File: src/rtl/sem_pkg.sv
package sem_pkg;

  typedef enum logic [2:0] {
    EV_NONE,
    EV_TAKE,
    EV_PARK,
    EV_HANDOFF,
    EV_RETURN,
    EV_DROP
  } sem_ev_e;

  // Outcome of the operation that wins arbitration this cycle.
  function automatic sem_ev_e sem_decide(input logic valid, input logic is_v,
                                         input logic cnt_zero, input logic cnt_full,
                                         input logic q_empty);
    sem_ev_e ev;
    if (!valid)          ev = EV_NONE;
    else if (is_v) begin
      if (!q_empty)      ev = EV_HANDOFF;
      else if (cnt_full) ev = EV_DROP;
      else               ev = EV_RETURN;
    end
    else if (cnt_zero)   ev = EV_PARK;
    else                 ev = EV_TAKE;
    return ev;
  endfunction

endpackage

File: src/rtl/sem_prio_arb.sv
module sem_prio_arb #(
  parameter int N   = 4,
  localparam int IDW = (N > 1) ? $clog2(N) : 1
) (
  input  logic [N-1:0]   cand,
  output logic [N-1:0]   win_oh,
  output logic [IDW-1:0] win_idx,
  output logic           win_any
);
  always_comb begin
    win_oh  = '0;
    win_idx = '0;
    win_any = 1'b0;
    for (int i = N - 1; i >= 0; i--) begin
      if (cand[i]) begin
        win_oh  = '0;
        win_oh[i] = 1'b1;
        win_idx = IDW'(i);
        win_any = 1'b1;
      end
    end
  end
endmodule

File: src/rtl/sem_wait_fifo.sv
module sem_wait_fifo #(
  parameter int DEPTH = 4,
  parameter int W     = 2,
  localparam int PW   = (DEPTH > 1) ? $clog2(DEPTH) : 1,
  localparam int OW   = $clog2(DEPTH + 1)
) (
  input  logic         clk,
  input  logic         rst_n,
  input  logic         push,
  input  logic [W-1:0] push_id,
  input  logic         pop,
  output logic [W-1:0] head,
  output logic         empty
);
  logic [W-1:0]  mem [DEPTH];
  logic [PW-1:0] wr_ptr, rd_ptr;
  logic [OW-1:0] occ;

  function automatic logic [PW-1:0] ptr_inc(input logic [PW-1:0] p);
    return (p == PW'(DEPTH - 1)) ? '0 : p + PW'(1);
  endfunction

  assign head  = mem[rd_ptr];
  assign empty = (occ == '0);

  always_ff @(posedge clk) begin
    if (!rst_n) begin
      wr_ptr <= '0;
      rd_ptr <= '0;
      occ    <= '0;
    end else begin
      if (push) begin
        mem[wr_ptr] <= push_id;
        wr_ptr      <= ptr_inc(wr_ptr);
      end
      if (pop) rd_ptr <= ptr_inc(rd_ptr);
      if (push && !pop)      occ <= occ + OW'(1);
      else if (pop && !push) occ <= occ - OW'(1);
    end
  end
endmodule

File: src/rtl/sem_unit.sv
module sem_unit
  import sem_pkg::*;
#(
  parameter int N_REQ = 4,
  parameter int SLOTS = 2,
  localparam int IDW   = (N_REQ > 1) ? $clog2(N_REQ) : 1,
  localparam int CNT_W = $clog2(SLOTS + 1)
) (
  input  logic             clk,
  input  logic             rst_n,
  input  logic [N_REQ-1:0] req_valid,
  input  logic [N_REQ-1:0] req_is_v,
  output logic [N_REQ-1:0] grant,
  output logic [N_REQ-1:0] waiting,
  output logic [CNT_W-1:0] count,
  output logic             overflow,
  output logic             proto_err
);
  logic [N_REQ-1:0] pend_q, pend_v_q, waiting_q, grant_q;
  logic [CNT_W-1:0] count_q;
  logic             ovf_q, perr_q;

  // Named internal events (also observed by the bound checker).
  logic [N_REQ-1:0] bad_req, new_ok, cand, cand_is_v, win_oh, head_oh;
  logic [IDW-1:0]   win_idx, q_head;
  logic             win_any, win_is_v, q_empty;
  sem_ev_e          ev;

  assign bad_req   = req_valid & (pend_q | (waiting_q & ~req_is_v));
  assign new_ok    = req_valid & ~bad_req;
  assign cand      = pend_q | new_ok;
  assign cand_is_v = (pend_q & pend_v_q) | (new_ok & req_is_v);

  sem_prio_arb #(.N(N_REQ)) u_arb (
    .cand    (cand),
    .win_oh  (win_oh),
    .win_idx (win_idx),
    .win_any (win_any)
  );

  assign win_is_v = |(win_oh & cand_is_v);
  assign ev = sem_decide(win_any, win_is_v, count_q == '0,
                         count_q == CNT_W'(SLOTS), q_empty);

  sem_wait_fifo #(.DEPTH(N_REQ), .W(IDW)) u_wq (
    .clk     (clk),
    .rst_n   (rst_n),
    .push    (ev == EV_PARK),
    .push_id (win_idx),
    .pop     (ev == EV_HANDOFF),
    .head    (q_head),
    .empty   (q_empty)
  );

  always_comb begin
    head_oh = '0;
    head_oh[q_head] = 1'b1;
  end

  always_ff @(posedge clk) begin
    if (!rst_n) begin
      pend_q    <= '0;
      pend_v_q  <= '0;
      waiting_q <= '0;
      grant_q   <= '0;
      count_q   <= CNT_W'(SLOTS);
      ovf_q     <= 1'b0;
      perr_q    <= 1'b0;
    end else begin
      pend_q   <= cand & ~win_oh;
      pend_v_q <= cand_is_v & cand & ~win_oh;
      perr_q   <= |bad_req;
      grant_q  <= '0;
      unique case (ev)
        EV_TAKE: begin
          grant_q <= win_oh;
          count_q <= count_q - CNT_W'(1);
        end
        EV_PARK:    waiting_q <= waiting_q | win_oh;
        EV_HANDOFF: begin
          grant_q   <= head_oh;
          waiting_q <= waiting_q & ~head_oh;
        end
        EV_RETURN:  count_q <= count_q + CNT_W'(1);
        EV_DROP:    ovf_q   <= 1'b1;
        default: ;
      endcase
    end
  end

  assign grant     = grant_q;
  assign waiting   = waiting_q;
  assign count     = count_q;
  assign overflow  = ovf_q;
  assign proto_err = perr_q;
endmodule

File: config.mk
export PLATFORM = sky130hd
export DESIGN_NAME = sem_unit
export DESIGN_NICKNAME = d
export VERILOG_FILES = /design/src/rtl/sem_pkg.sv /design/src/rtl/sem_prio_arb.sv /design/src/rtl/sem_wait_fifo.sv /design/src/rtl/sem_unit.sv
export SDC_FILE = /design/constraint.sdc
export NUM_CORES = 1
export LEC_CHECK = 0
export BUFFER_PORTS_ARGS = -buffer_cell sky130_fd_sc_hd__buf_2
export CAP_MARGIN = 20
export CORE_ASPECT_RATIO = 1.5
export CORE_MARGIN = 3
export CORE_UTILIZATION = 30
export CTS_CLUSTER_DIAMETER = 200
export DETAILED_ROUTE_END_ITERATION = 10
export PLACE_DENSITY = 0.54
export SLEW_MARGIN = 25
export SYNTH_ARGS = -nofsm -noshare
export SYNTH_HDL_FRONTEND = slang
export SYNTH_SLANG_ARGS = --single-unit
File: constraint.sdc
create_clock -name clk -period 4.1 [get_ports clk]
set_clock_uncertainty 0.1 [all_clocks]
set_input_delay 0.82 -clock clk [delete_from_list [all_inputs] [get_ports clk]]
set_output_delay 0.82 -clock clk [all_outputs]
set_load 0.02 [all_outputs]
==> results of run 1 <==
==> power by group through the flow <==
stage          clock (W)  combinational [W]  sequential, W
2_1_floorplan          0           0.000250       0.000476
3_3_place_gp           0           0.000357       0.000459
3_5_place_dp           0           0.000359       0.000460
4_1_cts         0.000246           0.000361       0.000452
5_1_grt         0.000259           0.000401       0.000462
6_report        0.000237           0.000361       0.000451
==> critical path: stages <==
cell	delay, ns
buf_2	0.13
nand2_1	0.06
o21ai_0	0.12
a311oi_2	0.43
o21a_4	0.24
and3_1	0.34
ha_1	0.25
inv_1	0.07
fa_1	0.43
xor2_1	0.17
or3_1	0.30
a21oi_1	0.13
==> final cells by class <==
type                            instances  area share (%)
Multi-Input combinational cell        129           45.53
Tap cell                               70           4.372
Timing Repair Buffer                   23           5.996
Inverter                                6           1.124
Sequential cell                        35           38.98
Clock buffer                            6           3.623
Clock inverter                          1          0.3748
==> per-stage QoR <==
stage / area, um2 / std cells / power [W] / hold WS (ns)
after floorplan: 1743 / 176 / 0.0007261 / 0.3563
after global placement: 1923 / 263 / 0.0008158 / 0.3615
after detailed placement: 1923 / 263 / 0.0008191 / 0.3864
after CTS: 2003 / 270 / 0.001059 / 0.4006
after global routing: 2003 / 270 / 0.001122 / 0.4292
final: 2003 / 270 / 0.001049 / 0.3923
==> kinds of logic after synthesis <==
| logic type | share of synthesized area [%] |
|---|---|
| AOI/OAI and AO/OA | 16.22 |
| and+or+nand+nor | 24.62 |
| muxes | 4.307 |
| adders and majority gates | 6.174 |
| buffers and inverters | 2.871 |
| xor gates and xnor gates | 1.005 |
| DFF | 44.80 |
==> worst paths after layout <==
path | start | to | slack [ns]
setup / recovery | req_valid[2] | u_wq.occ[2]$_SDFFE_PN0P_ | 0.73
hold / removal | pend_v_q[1]$_SDFF_PN0_ | pend_v_q[1]$_SDFF_PN0_ | 0.39
setup reg to reg | waiting[0]$_SDFFE_PN0P_ | u_wq.occ[2]$_SDFFE_PN0P_ | 0.97
hold reg to reg | pend_v_q[1]$_SDFF_PN0_ | pend_v_q[1]$_SDFF_PN0_ | 0.39
==> sequential cells by signal, indices dropped and copies added, names as in the netlist, named ones only <==
signal,cells
pend_v_q,3
u_wq.occ,3
u_wq.rd_ptr,2
pend_q,3
u_wq.wr_ptr,2
overflow,1
waiting,4
u_wq.mem,8
count,2
grant,4
proto_err,1
==> layer usage <==
metal / track usage [%] / share of wire [%] / wire length [um] / vias up
met5: 0 / 0 / 0 / -
met4: 5.513 / 2.8 / 106 / 0
met3: 3.277 / 5.0 / 192 / 9
met2: 21.69 / 52 / 1978 / 33
met1: 13.78 / 40 / 1530 / 652
li1: - / - / - / 683
==> layout by cell type (no fill, tap or decap), types with 2 or more instances in the layout <==
| cell | count |
|---|---|
| a21oi_4 | 2 |
| xor2_1 | 2 |
| o21ai_0 | 5 |
| nand3b_1 | 4 |
| nand3_1 | 8 |
| a32o_1 | 2 |
| o21a_1 | 2 |
| edfxtp_1 | 8 |
| buf_4 | 2 |
| inv_1 | 5 |
| ha_1 | 7 |
| nand2b_1 | 6 |
| clkbuf_8 | 5 |
| dfxtp_1 | 27 |
| nand4_1 | 5 |
| a21oi_1 | 12 |
| mux2i_1 | 3 |
| nor2_1 | 16 |
| nand2_1 | 15 |
| nand2b_4 | 2 |
| and3_1 | 6 |
| nor3_1 | 5 |
| and2_1 | 2 |
| buf_2 | 21 |
| or3_1 | 3 |
| mux4_2 | 2 |
==> flow_metrics.env, run 1 <==
export IMPL_hpwl_um=2885
export IMPL_cp_data_arrival_time_ns=3.49
export IMPL_drive_gt1_share_pct=20.50
export IMPL_synth_area_um2=1743
export IMPL_synth_common_cells="dfxtp_1, nor2_1, nand2_1"
export IMPL_finalSetupViolCount=0
export IMPL_clkPwrFrac_pct=22.6
export IMPL_rsz0062_at_grt="false"
export IMPL_syn_avg_cell_area_um2=9.903
export IMPL_cts_root_buf="clkbuf_8"
export IMPL_powerDensity_nw_per_um2=523.6
export IMPL_die_height_um=99.35
export IMPL_syn_to_final_growth_pct=14.93
export IMPL_cts_hold_buf=0
export IMPL_wire_per_inst_um=14.10
export IMPL_fin_ws_ns=0.7276
export IMPL_antenna_found_initial=0
export IMPL_reg2regPathDepth=11
export IMPL_num_vias=1377
export IMPL_path_class="in -> reg"
export IMPL_num_rows=33
export IMPL_cp_end_kind="flip-flop"
export IMPL_relSlewSlack_pct=48.42
export IMPL_synthArstFlopShare_pct=0
export IMPL_cap_viol_max_count=0
export IMPL_p_sw_share_pct=36.79
export IMPL_grt_util_all_layers_pct=12.49
export IMPL_seqPwrFrac_pct=43.0
export IMPL_fp_dieW_um=68.24
export IMPL_clk_pin_slew_ns=0.07
export IMPL_vdd_drop_max_mv=0.2791
export IMPL_post_drt_via_cell_ratio=5.100
export IMPL_synth_seq_cells=35
export IMPL_clk_latency_ns=0.29
export IMPL_drt_total_wl_um=3808
export IMPL_min_path_cells=2
export IMPL_timing_fmax_ghz=0.2965
export IMPL_dpl_worst_slack_ns=0.4335
export IMPL_core_area_um2=5533
export IMPL_antenna_cells=0
export IMPL_grt_pass1_wl_um=6313
export IMPL_numCtsBuffers=5
export IMPL_io_buffer_count=21
export IMPL_register_area_um2=780.7
export IMPL_drt_iter0_drc=62
export IMPL_yosysTopAreaCellShare_pct=31.01
export IMPL_status="completed"
export IMPL_required_ns=4.22
export IMPL_p_leak_nw=0.8049
export IMPL_layout_nets=218
export IMPL_synth_edf_count=8
export IMPL_gp_congestion=0.7699
export IMPL_switchingPower_w=0.0003859
export IMPL_firstDrtPassIters=4
export IMPL_yosys_top_cells_area="dfxtp_1, edfxtp_1, ha_1, a21oi_1, nor2_1"
export IMPL_hold_class="reg -> reg"
export IMPL_cts_tree="yes"
export IMPL_postRouteAntennaNets=0
export IMPL_io_pins=22
export IMPL_initial_utilization_pct=31.50
export IMPL_min_period_ns=3.372
export IMPL_postCtsSetupBuffers=0
export IMPL_drc_errors=0
export IMPL_yosysUniqueCellTypes=47
export IMPL_cts_buffer_depth=2
export IMPL_drv_slew=0
export IMPL_cts_resized=0
export IMPL_die_area_um2=6779
export IMPL_n_fill_cell=577
export IMPL_period_share_pct=82.25
export IMPL_htreeDepth=2
export IMPL_p_comb_share_pct=34.4
export IMPL_grt_max_degree=23
export IMPL_finish_utilization_pct=36.21
export IMPL_hold_violations=0
export IMPL_yosys_warnings=0
export IMPL_seq_area_frac_synth_pct=44.80
export IMPL_cp_max_fo=9
export IMPL_yosysMostFrequentCell="dfxtp_1"
export IMPL_synthCells=176
export IMPL_worstMarginPinSlew_ns=0.7678
export IMPL_grt_pass1_vias=1395
export IMPL_synth_largest_area_cell="dfxtp_1"
export IMPL_setup_tns_ns=0
export IMPL_p_int_w=0.0006629
export IMPL_grt_overflow_total=0
export IMPL_syn_nets=194
export IMPL_cts_sinks=35
export IMPL_start_kind="input port"
export IMPL_multi_input_area_um2=912.1
export IMPL_synth_ff_type="dfxtp_1"
Note: power is estimated with default switching activity, not from simulation.
==> run 2, diff against run 1 <==
--- a/config.mk
+++ b/config.mk
@@ -5,6 +5,7 @@
 export SDC_FILE = /design/constraint.sdc
 export NUM_CORES = 1
 export LEC_CHECK = 0
+export ABC_AREA = 1
 export BUFFER_PORTS_ARGS = -buffer_cell sky130_fd_sc_hd__buf_2
 export CAP_MARGIN = 20
 export CORE_ASPECT_RATIO = 1.5
@@ -12,7 +13,7 @@
 export CORE_UTILIZATION = 30
 export CTS_CLUSTER_DIAMETER = 200
 export DETAILED_ROUTE_END_ITERATION = 10
-export PLACE_DENSITY = 0.54
+export PLACE_DENSITY = 0.55
 export SLEW_MARGIN = 25
 export SYNTH_ARGS = -nofsm -noshare
 export SYNTH_HDL_FRONTEND = slang
==> constraint.sdc (replaced) <==
create_clock -name clk -period 2.8 [get_ports clk]
set_clock_uncertainty 0.1 [all_clocks]
set_input_delay 0.56 -clock clk [delete_from_list [all_inputs] [get_ports clk]]
set_output_delay 0.56 -clock clk [all_outputs]
set_load 0.02 [all_outputs]
==> run 2 against run 1 <==
Die area increased by 5.2%. Hold slack got worse by 0.040 ns. Via count is 14% higher. Sequential power grew 47%. Sequential share of layout area is 4.6 points lower. Clock-buffer cell count decreased by 1. Synthesized cell count is 39% higher. Total power rose by 69%. Cell area increased by 13%. Register-to-register slack got worse by 0.66 ns. Non-clock buffer count up 14. Setup slack got worse by 0.47 ns. Critical path type unchanged. Largest power group unchanged.
==> flow_metrics.env, run 2 <==
export IMPL_synth_largest_area_cell="dfxtp_1"
export IMPL_cp_max_fo=4
export IMPL_grt_pass1_wl_um=6272
export IMPL_drc_errors=0
export IMPL_syn_to_final_growth_pct=23.45
export IMPL_synth_top_family_by_area="simple AND/OR/NAND/NOR gates"
export IMPL_path_class="in -> reg"
export IMPL_clk_latency_ns=0.29
export IMPL_cts_hold_buf=0
export IMPL_synth_edf_count=8
export IMPL_die_height_um=101.9
export IMPL_rsz0062_at_grt="false"
export IMPL_final_area_um2=2272
export IMPL_timing_fmax_ghz=0.3940
export IMPL_drt_total_wl_um=3748
export IMPL_whs_ns=0.3518
export IMPL_io_pins=22
export IMPL_synth_area_um2=1841
export IMPL_yosys_warnings=0
export IMPL_fp_dieW_um=69.96
export IMPL_gp_congestion=0.7569
export IMPL_placed_cells=350
export IMPL_antenna_cells=0
export IMPL_worstMarginPinSlew_ns=0.5902
export IMPL_yosysTopAreaCellShare_pct=29.37
export IMPL_num_rows=34
export IMPL_r2r_slack_ns=0.31
export IMPL_start_kind="input port"
export IMPL_clk_pin_slew_ns=0.08
export IMPL_mostFrequentLayoutCells="nand2_1, inv_1, nor2_1"
export IMPL_yosys_mux_area_fraction_pct=0
export IMPL_fin_cells=359
export IMPL_required_ns=2.89
export IMPL_p_leak_nw=1.096
export IMPL_wire_per_inst_um=10.44
export IMPL_synth_simple_area_share_pct=30.12
export IMPL_r2r_end="u_wq.occ[2]$_SDFFE_PN0P_"
export IMPL_drt_iter0_drc=50
export IMPL_setup_tns_ns=0
export IMPL_total_power_w=0.001776
export IMPL_hpwl_um=2953
export IMPL_reg2regPathDepth=15
export IMPL_synthArstFlopShare_pct=0
export IMPL_hold_end="overflow$_SDFFE_PN0N_"
export IMPL_hold_class="reg -> reg"
export IMPL_io_buffer_count=21
export IMPL_grt_overflow_total=0
export IMPL_yosysUniqueCellTypes=30
export IMPL_layout_nets=304
export IMPL_synth_xor_area_share_pct=0.4759
export IMPL_min_path_cells=2
export IMPL_cts_root_buf="clkbuf_8"
export IMPL_powerDensity_nw_per_um2=781.6
export IMPL_syn_nets=262
export IMPL_vdd_drop_max_mv=0.3070
export IMPL_period_share_pct=90.65
export IMPL_drv_slew=0
export IMPL_die_area_um2=7131
export IMPL_cp_data_arrival_time_ns=2.63
export IMPL_layout_commonest_cell="nand2_1"
export IMPL_min_period_ns=2.538
export IMPL_grt_util_all_layers_pct=11.13
export IMPL_cts_buffer_depth=2
export IMPL_numCtsBuffers=5
export IMPL_syn_avg_cell_area_um2=7.543
export IMPL_synth_seq_cells=35
export IMPL_grt_pass1_vias=1506
export IMPL_synthCells=244
export IMPL_grt_max_degree=14
export IMPL_cp_end_kind="flip-flop"
export IMPL_core_area_um2=5871
export IMPL_cts_tree="yes"
export IMPL_synth_compound_area_share_pct=10.88
export IMPL_drive_gt1_share_pct=24.04
export IMPL_yosysMostFrequentCell="nand2_1"
export IMPL_cts_sinks=35
export IMPL_cap_viol_max_count=0
export IMPL_largest_register_ffs=8
export IMPL_synth_ff_type="dfxtp_1"
export IMPL_firstDrtPassIters=4
export IMPL_finalSetupViolCount=0
export IMPL_seq_area_frac_synth_pct=42.42
export IMPL_dpl_instance_area_um2=2132
export IMPL_synthAdderAreaFrac_pct=5.846
export IMPL_status="completed"
export IMPL_relSlewSlack_pct=60.24
export IMPL_post_drt_via_cell_ratio=4.387
export IMPL_antenna_found_initial=0
export IMPL_hold_violations=0
export IMPL_htreeDepth=2
export IMPL_worstHoldStart="overflow$_SDFFE_PN0N_"
export IMPL_synth_common_cells="nand2_1, inv_1, nor2_1"
export IMPL_num_vias=1575
export IMPL_regMostFlops="u_wq.mem"
export IMPL_rr_startpoint="waiting[2]$_SDFFE_PN0P_"
export IMPL_yosys_top_cells_area="dfxtp_1, edfxtp_1, nand2_1, inv_1, nor2_1"
export IMPL_postRouteAntennaNets=0
export IMPL_initial_utilization_pct=31.35
==> run 2: cell families after synthesis <==
family,after synthesis
adder cells (fa/ha/maj),8
flip-flops,35
AO/OA/AOI/OAI,30
XOR/XNOR,1
AND/OR/NAND/NOR,122
buffers and inverters,48
==> run 2: stage by stage <==
stage	utilization (%)	worst slack [ns]
finish	38.70	0.2617
global route	38.70	0.05373
CTS	38.24	0.1182
detailed placement	36.32	-0.1800
global placement	36.32	-0.07283
floorplan	-	0.07050
==> run 2: power breakdown <==
group | leakage [nW] | total (W) | internal, W | switching, W
Sequential | 0.294 | 0.000662 | 0.000600 | 0.0000620
Combinational | 0.743 | 0.000649 | 0.000253 | 0.000396
Clock | 0.0581 | 0.000465 | 0.000265 | 0.000200
==> run 2: what timing repair did <==
| item | in CTS | in global routing |
|---|---|---|
| endpoints found under the setup margin | 0 | 1 |
| gates resized for setup | 0 | 7 |
| buffers inserted | 0 | 1 |
==> run 2: layout make-up <==
class                           instances  area [um2]
Sequential cell                        35       780.7
Clock buffer                            5       68.82
Inverter                               46       172.7
Clock inverter                          3       43.79
Fill cell                             636        3598
Tap cell                               72       90.09
Timing Repair Buffer                   37       225.2
Multi-Input combinational cell        161       890.9
==> run 2: how the worst max path moves through the flow <==
stage	end	from
after global routing	u_wq.occ[2]$_SDFFE_PN0P_	req_is_v[1]
after CTS	u_wq.occ[2]$_SDFFE_PN0P_	req_is_v[1]
after global placement	u_wq.occ[2]$_SDFFE_PN0P_	req_is_v[1]
after detailed placement	u_wq.occ[2]$_SDFFE_PN0P_	req_is_v[1]
final	u_wq.occ[2]$_SDFFE_PN0P_	req_is_v[1]
after floorplan	u_wq.occ[2]$_SDFFE_PN0P_	req_is_v[3]
==> run 2: per-layer routing <==
metal | part of all wire, % | global-route usage (%)
met1 | 41 | 11.82
met2 | 55 | 21.05
met3 | 2.5 | 2.067
met4 | 2.1 | 5.310
met5 | 0 | 0
==> run 2: worst max-delay path: stages <==
cell and delay (ns):
buf_2 0.12, inv_1 0.05, nand2_1 0.07, a21oi_2 0.18, nor2_2 0.07, a21boi_4 0.20, nand3_4 0.11, nand2_2 0.08
nand2_2 0.06, nor2_4 0.12, ha_1 0.14, inv_1 0.07, fa_2 0.39, a21oi_1 0.14, o21ai_1 0.10, o21ai_1 0.13
a21oi_1 0.05
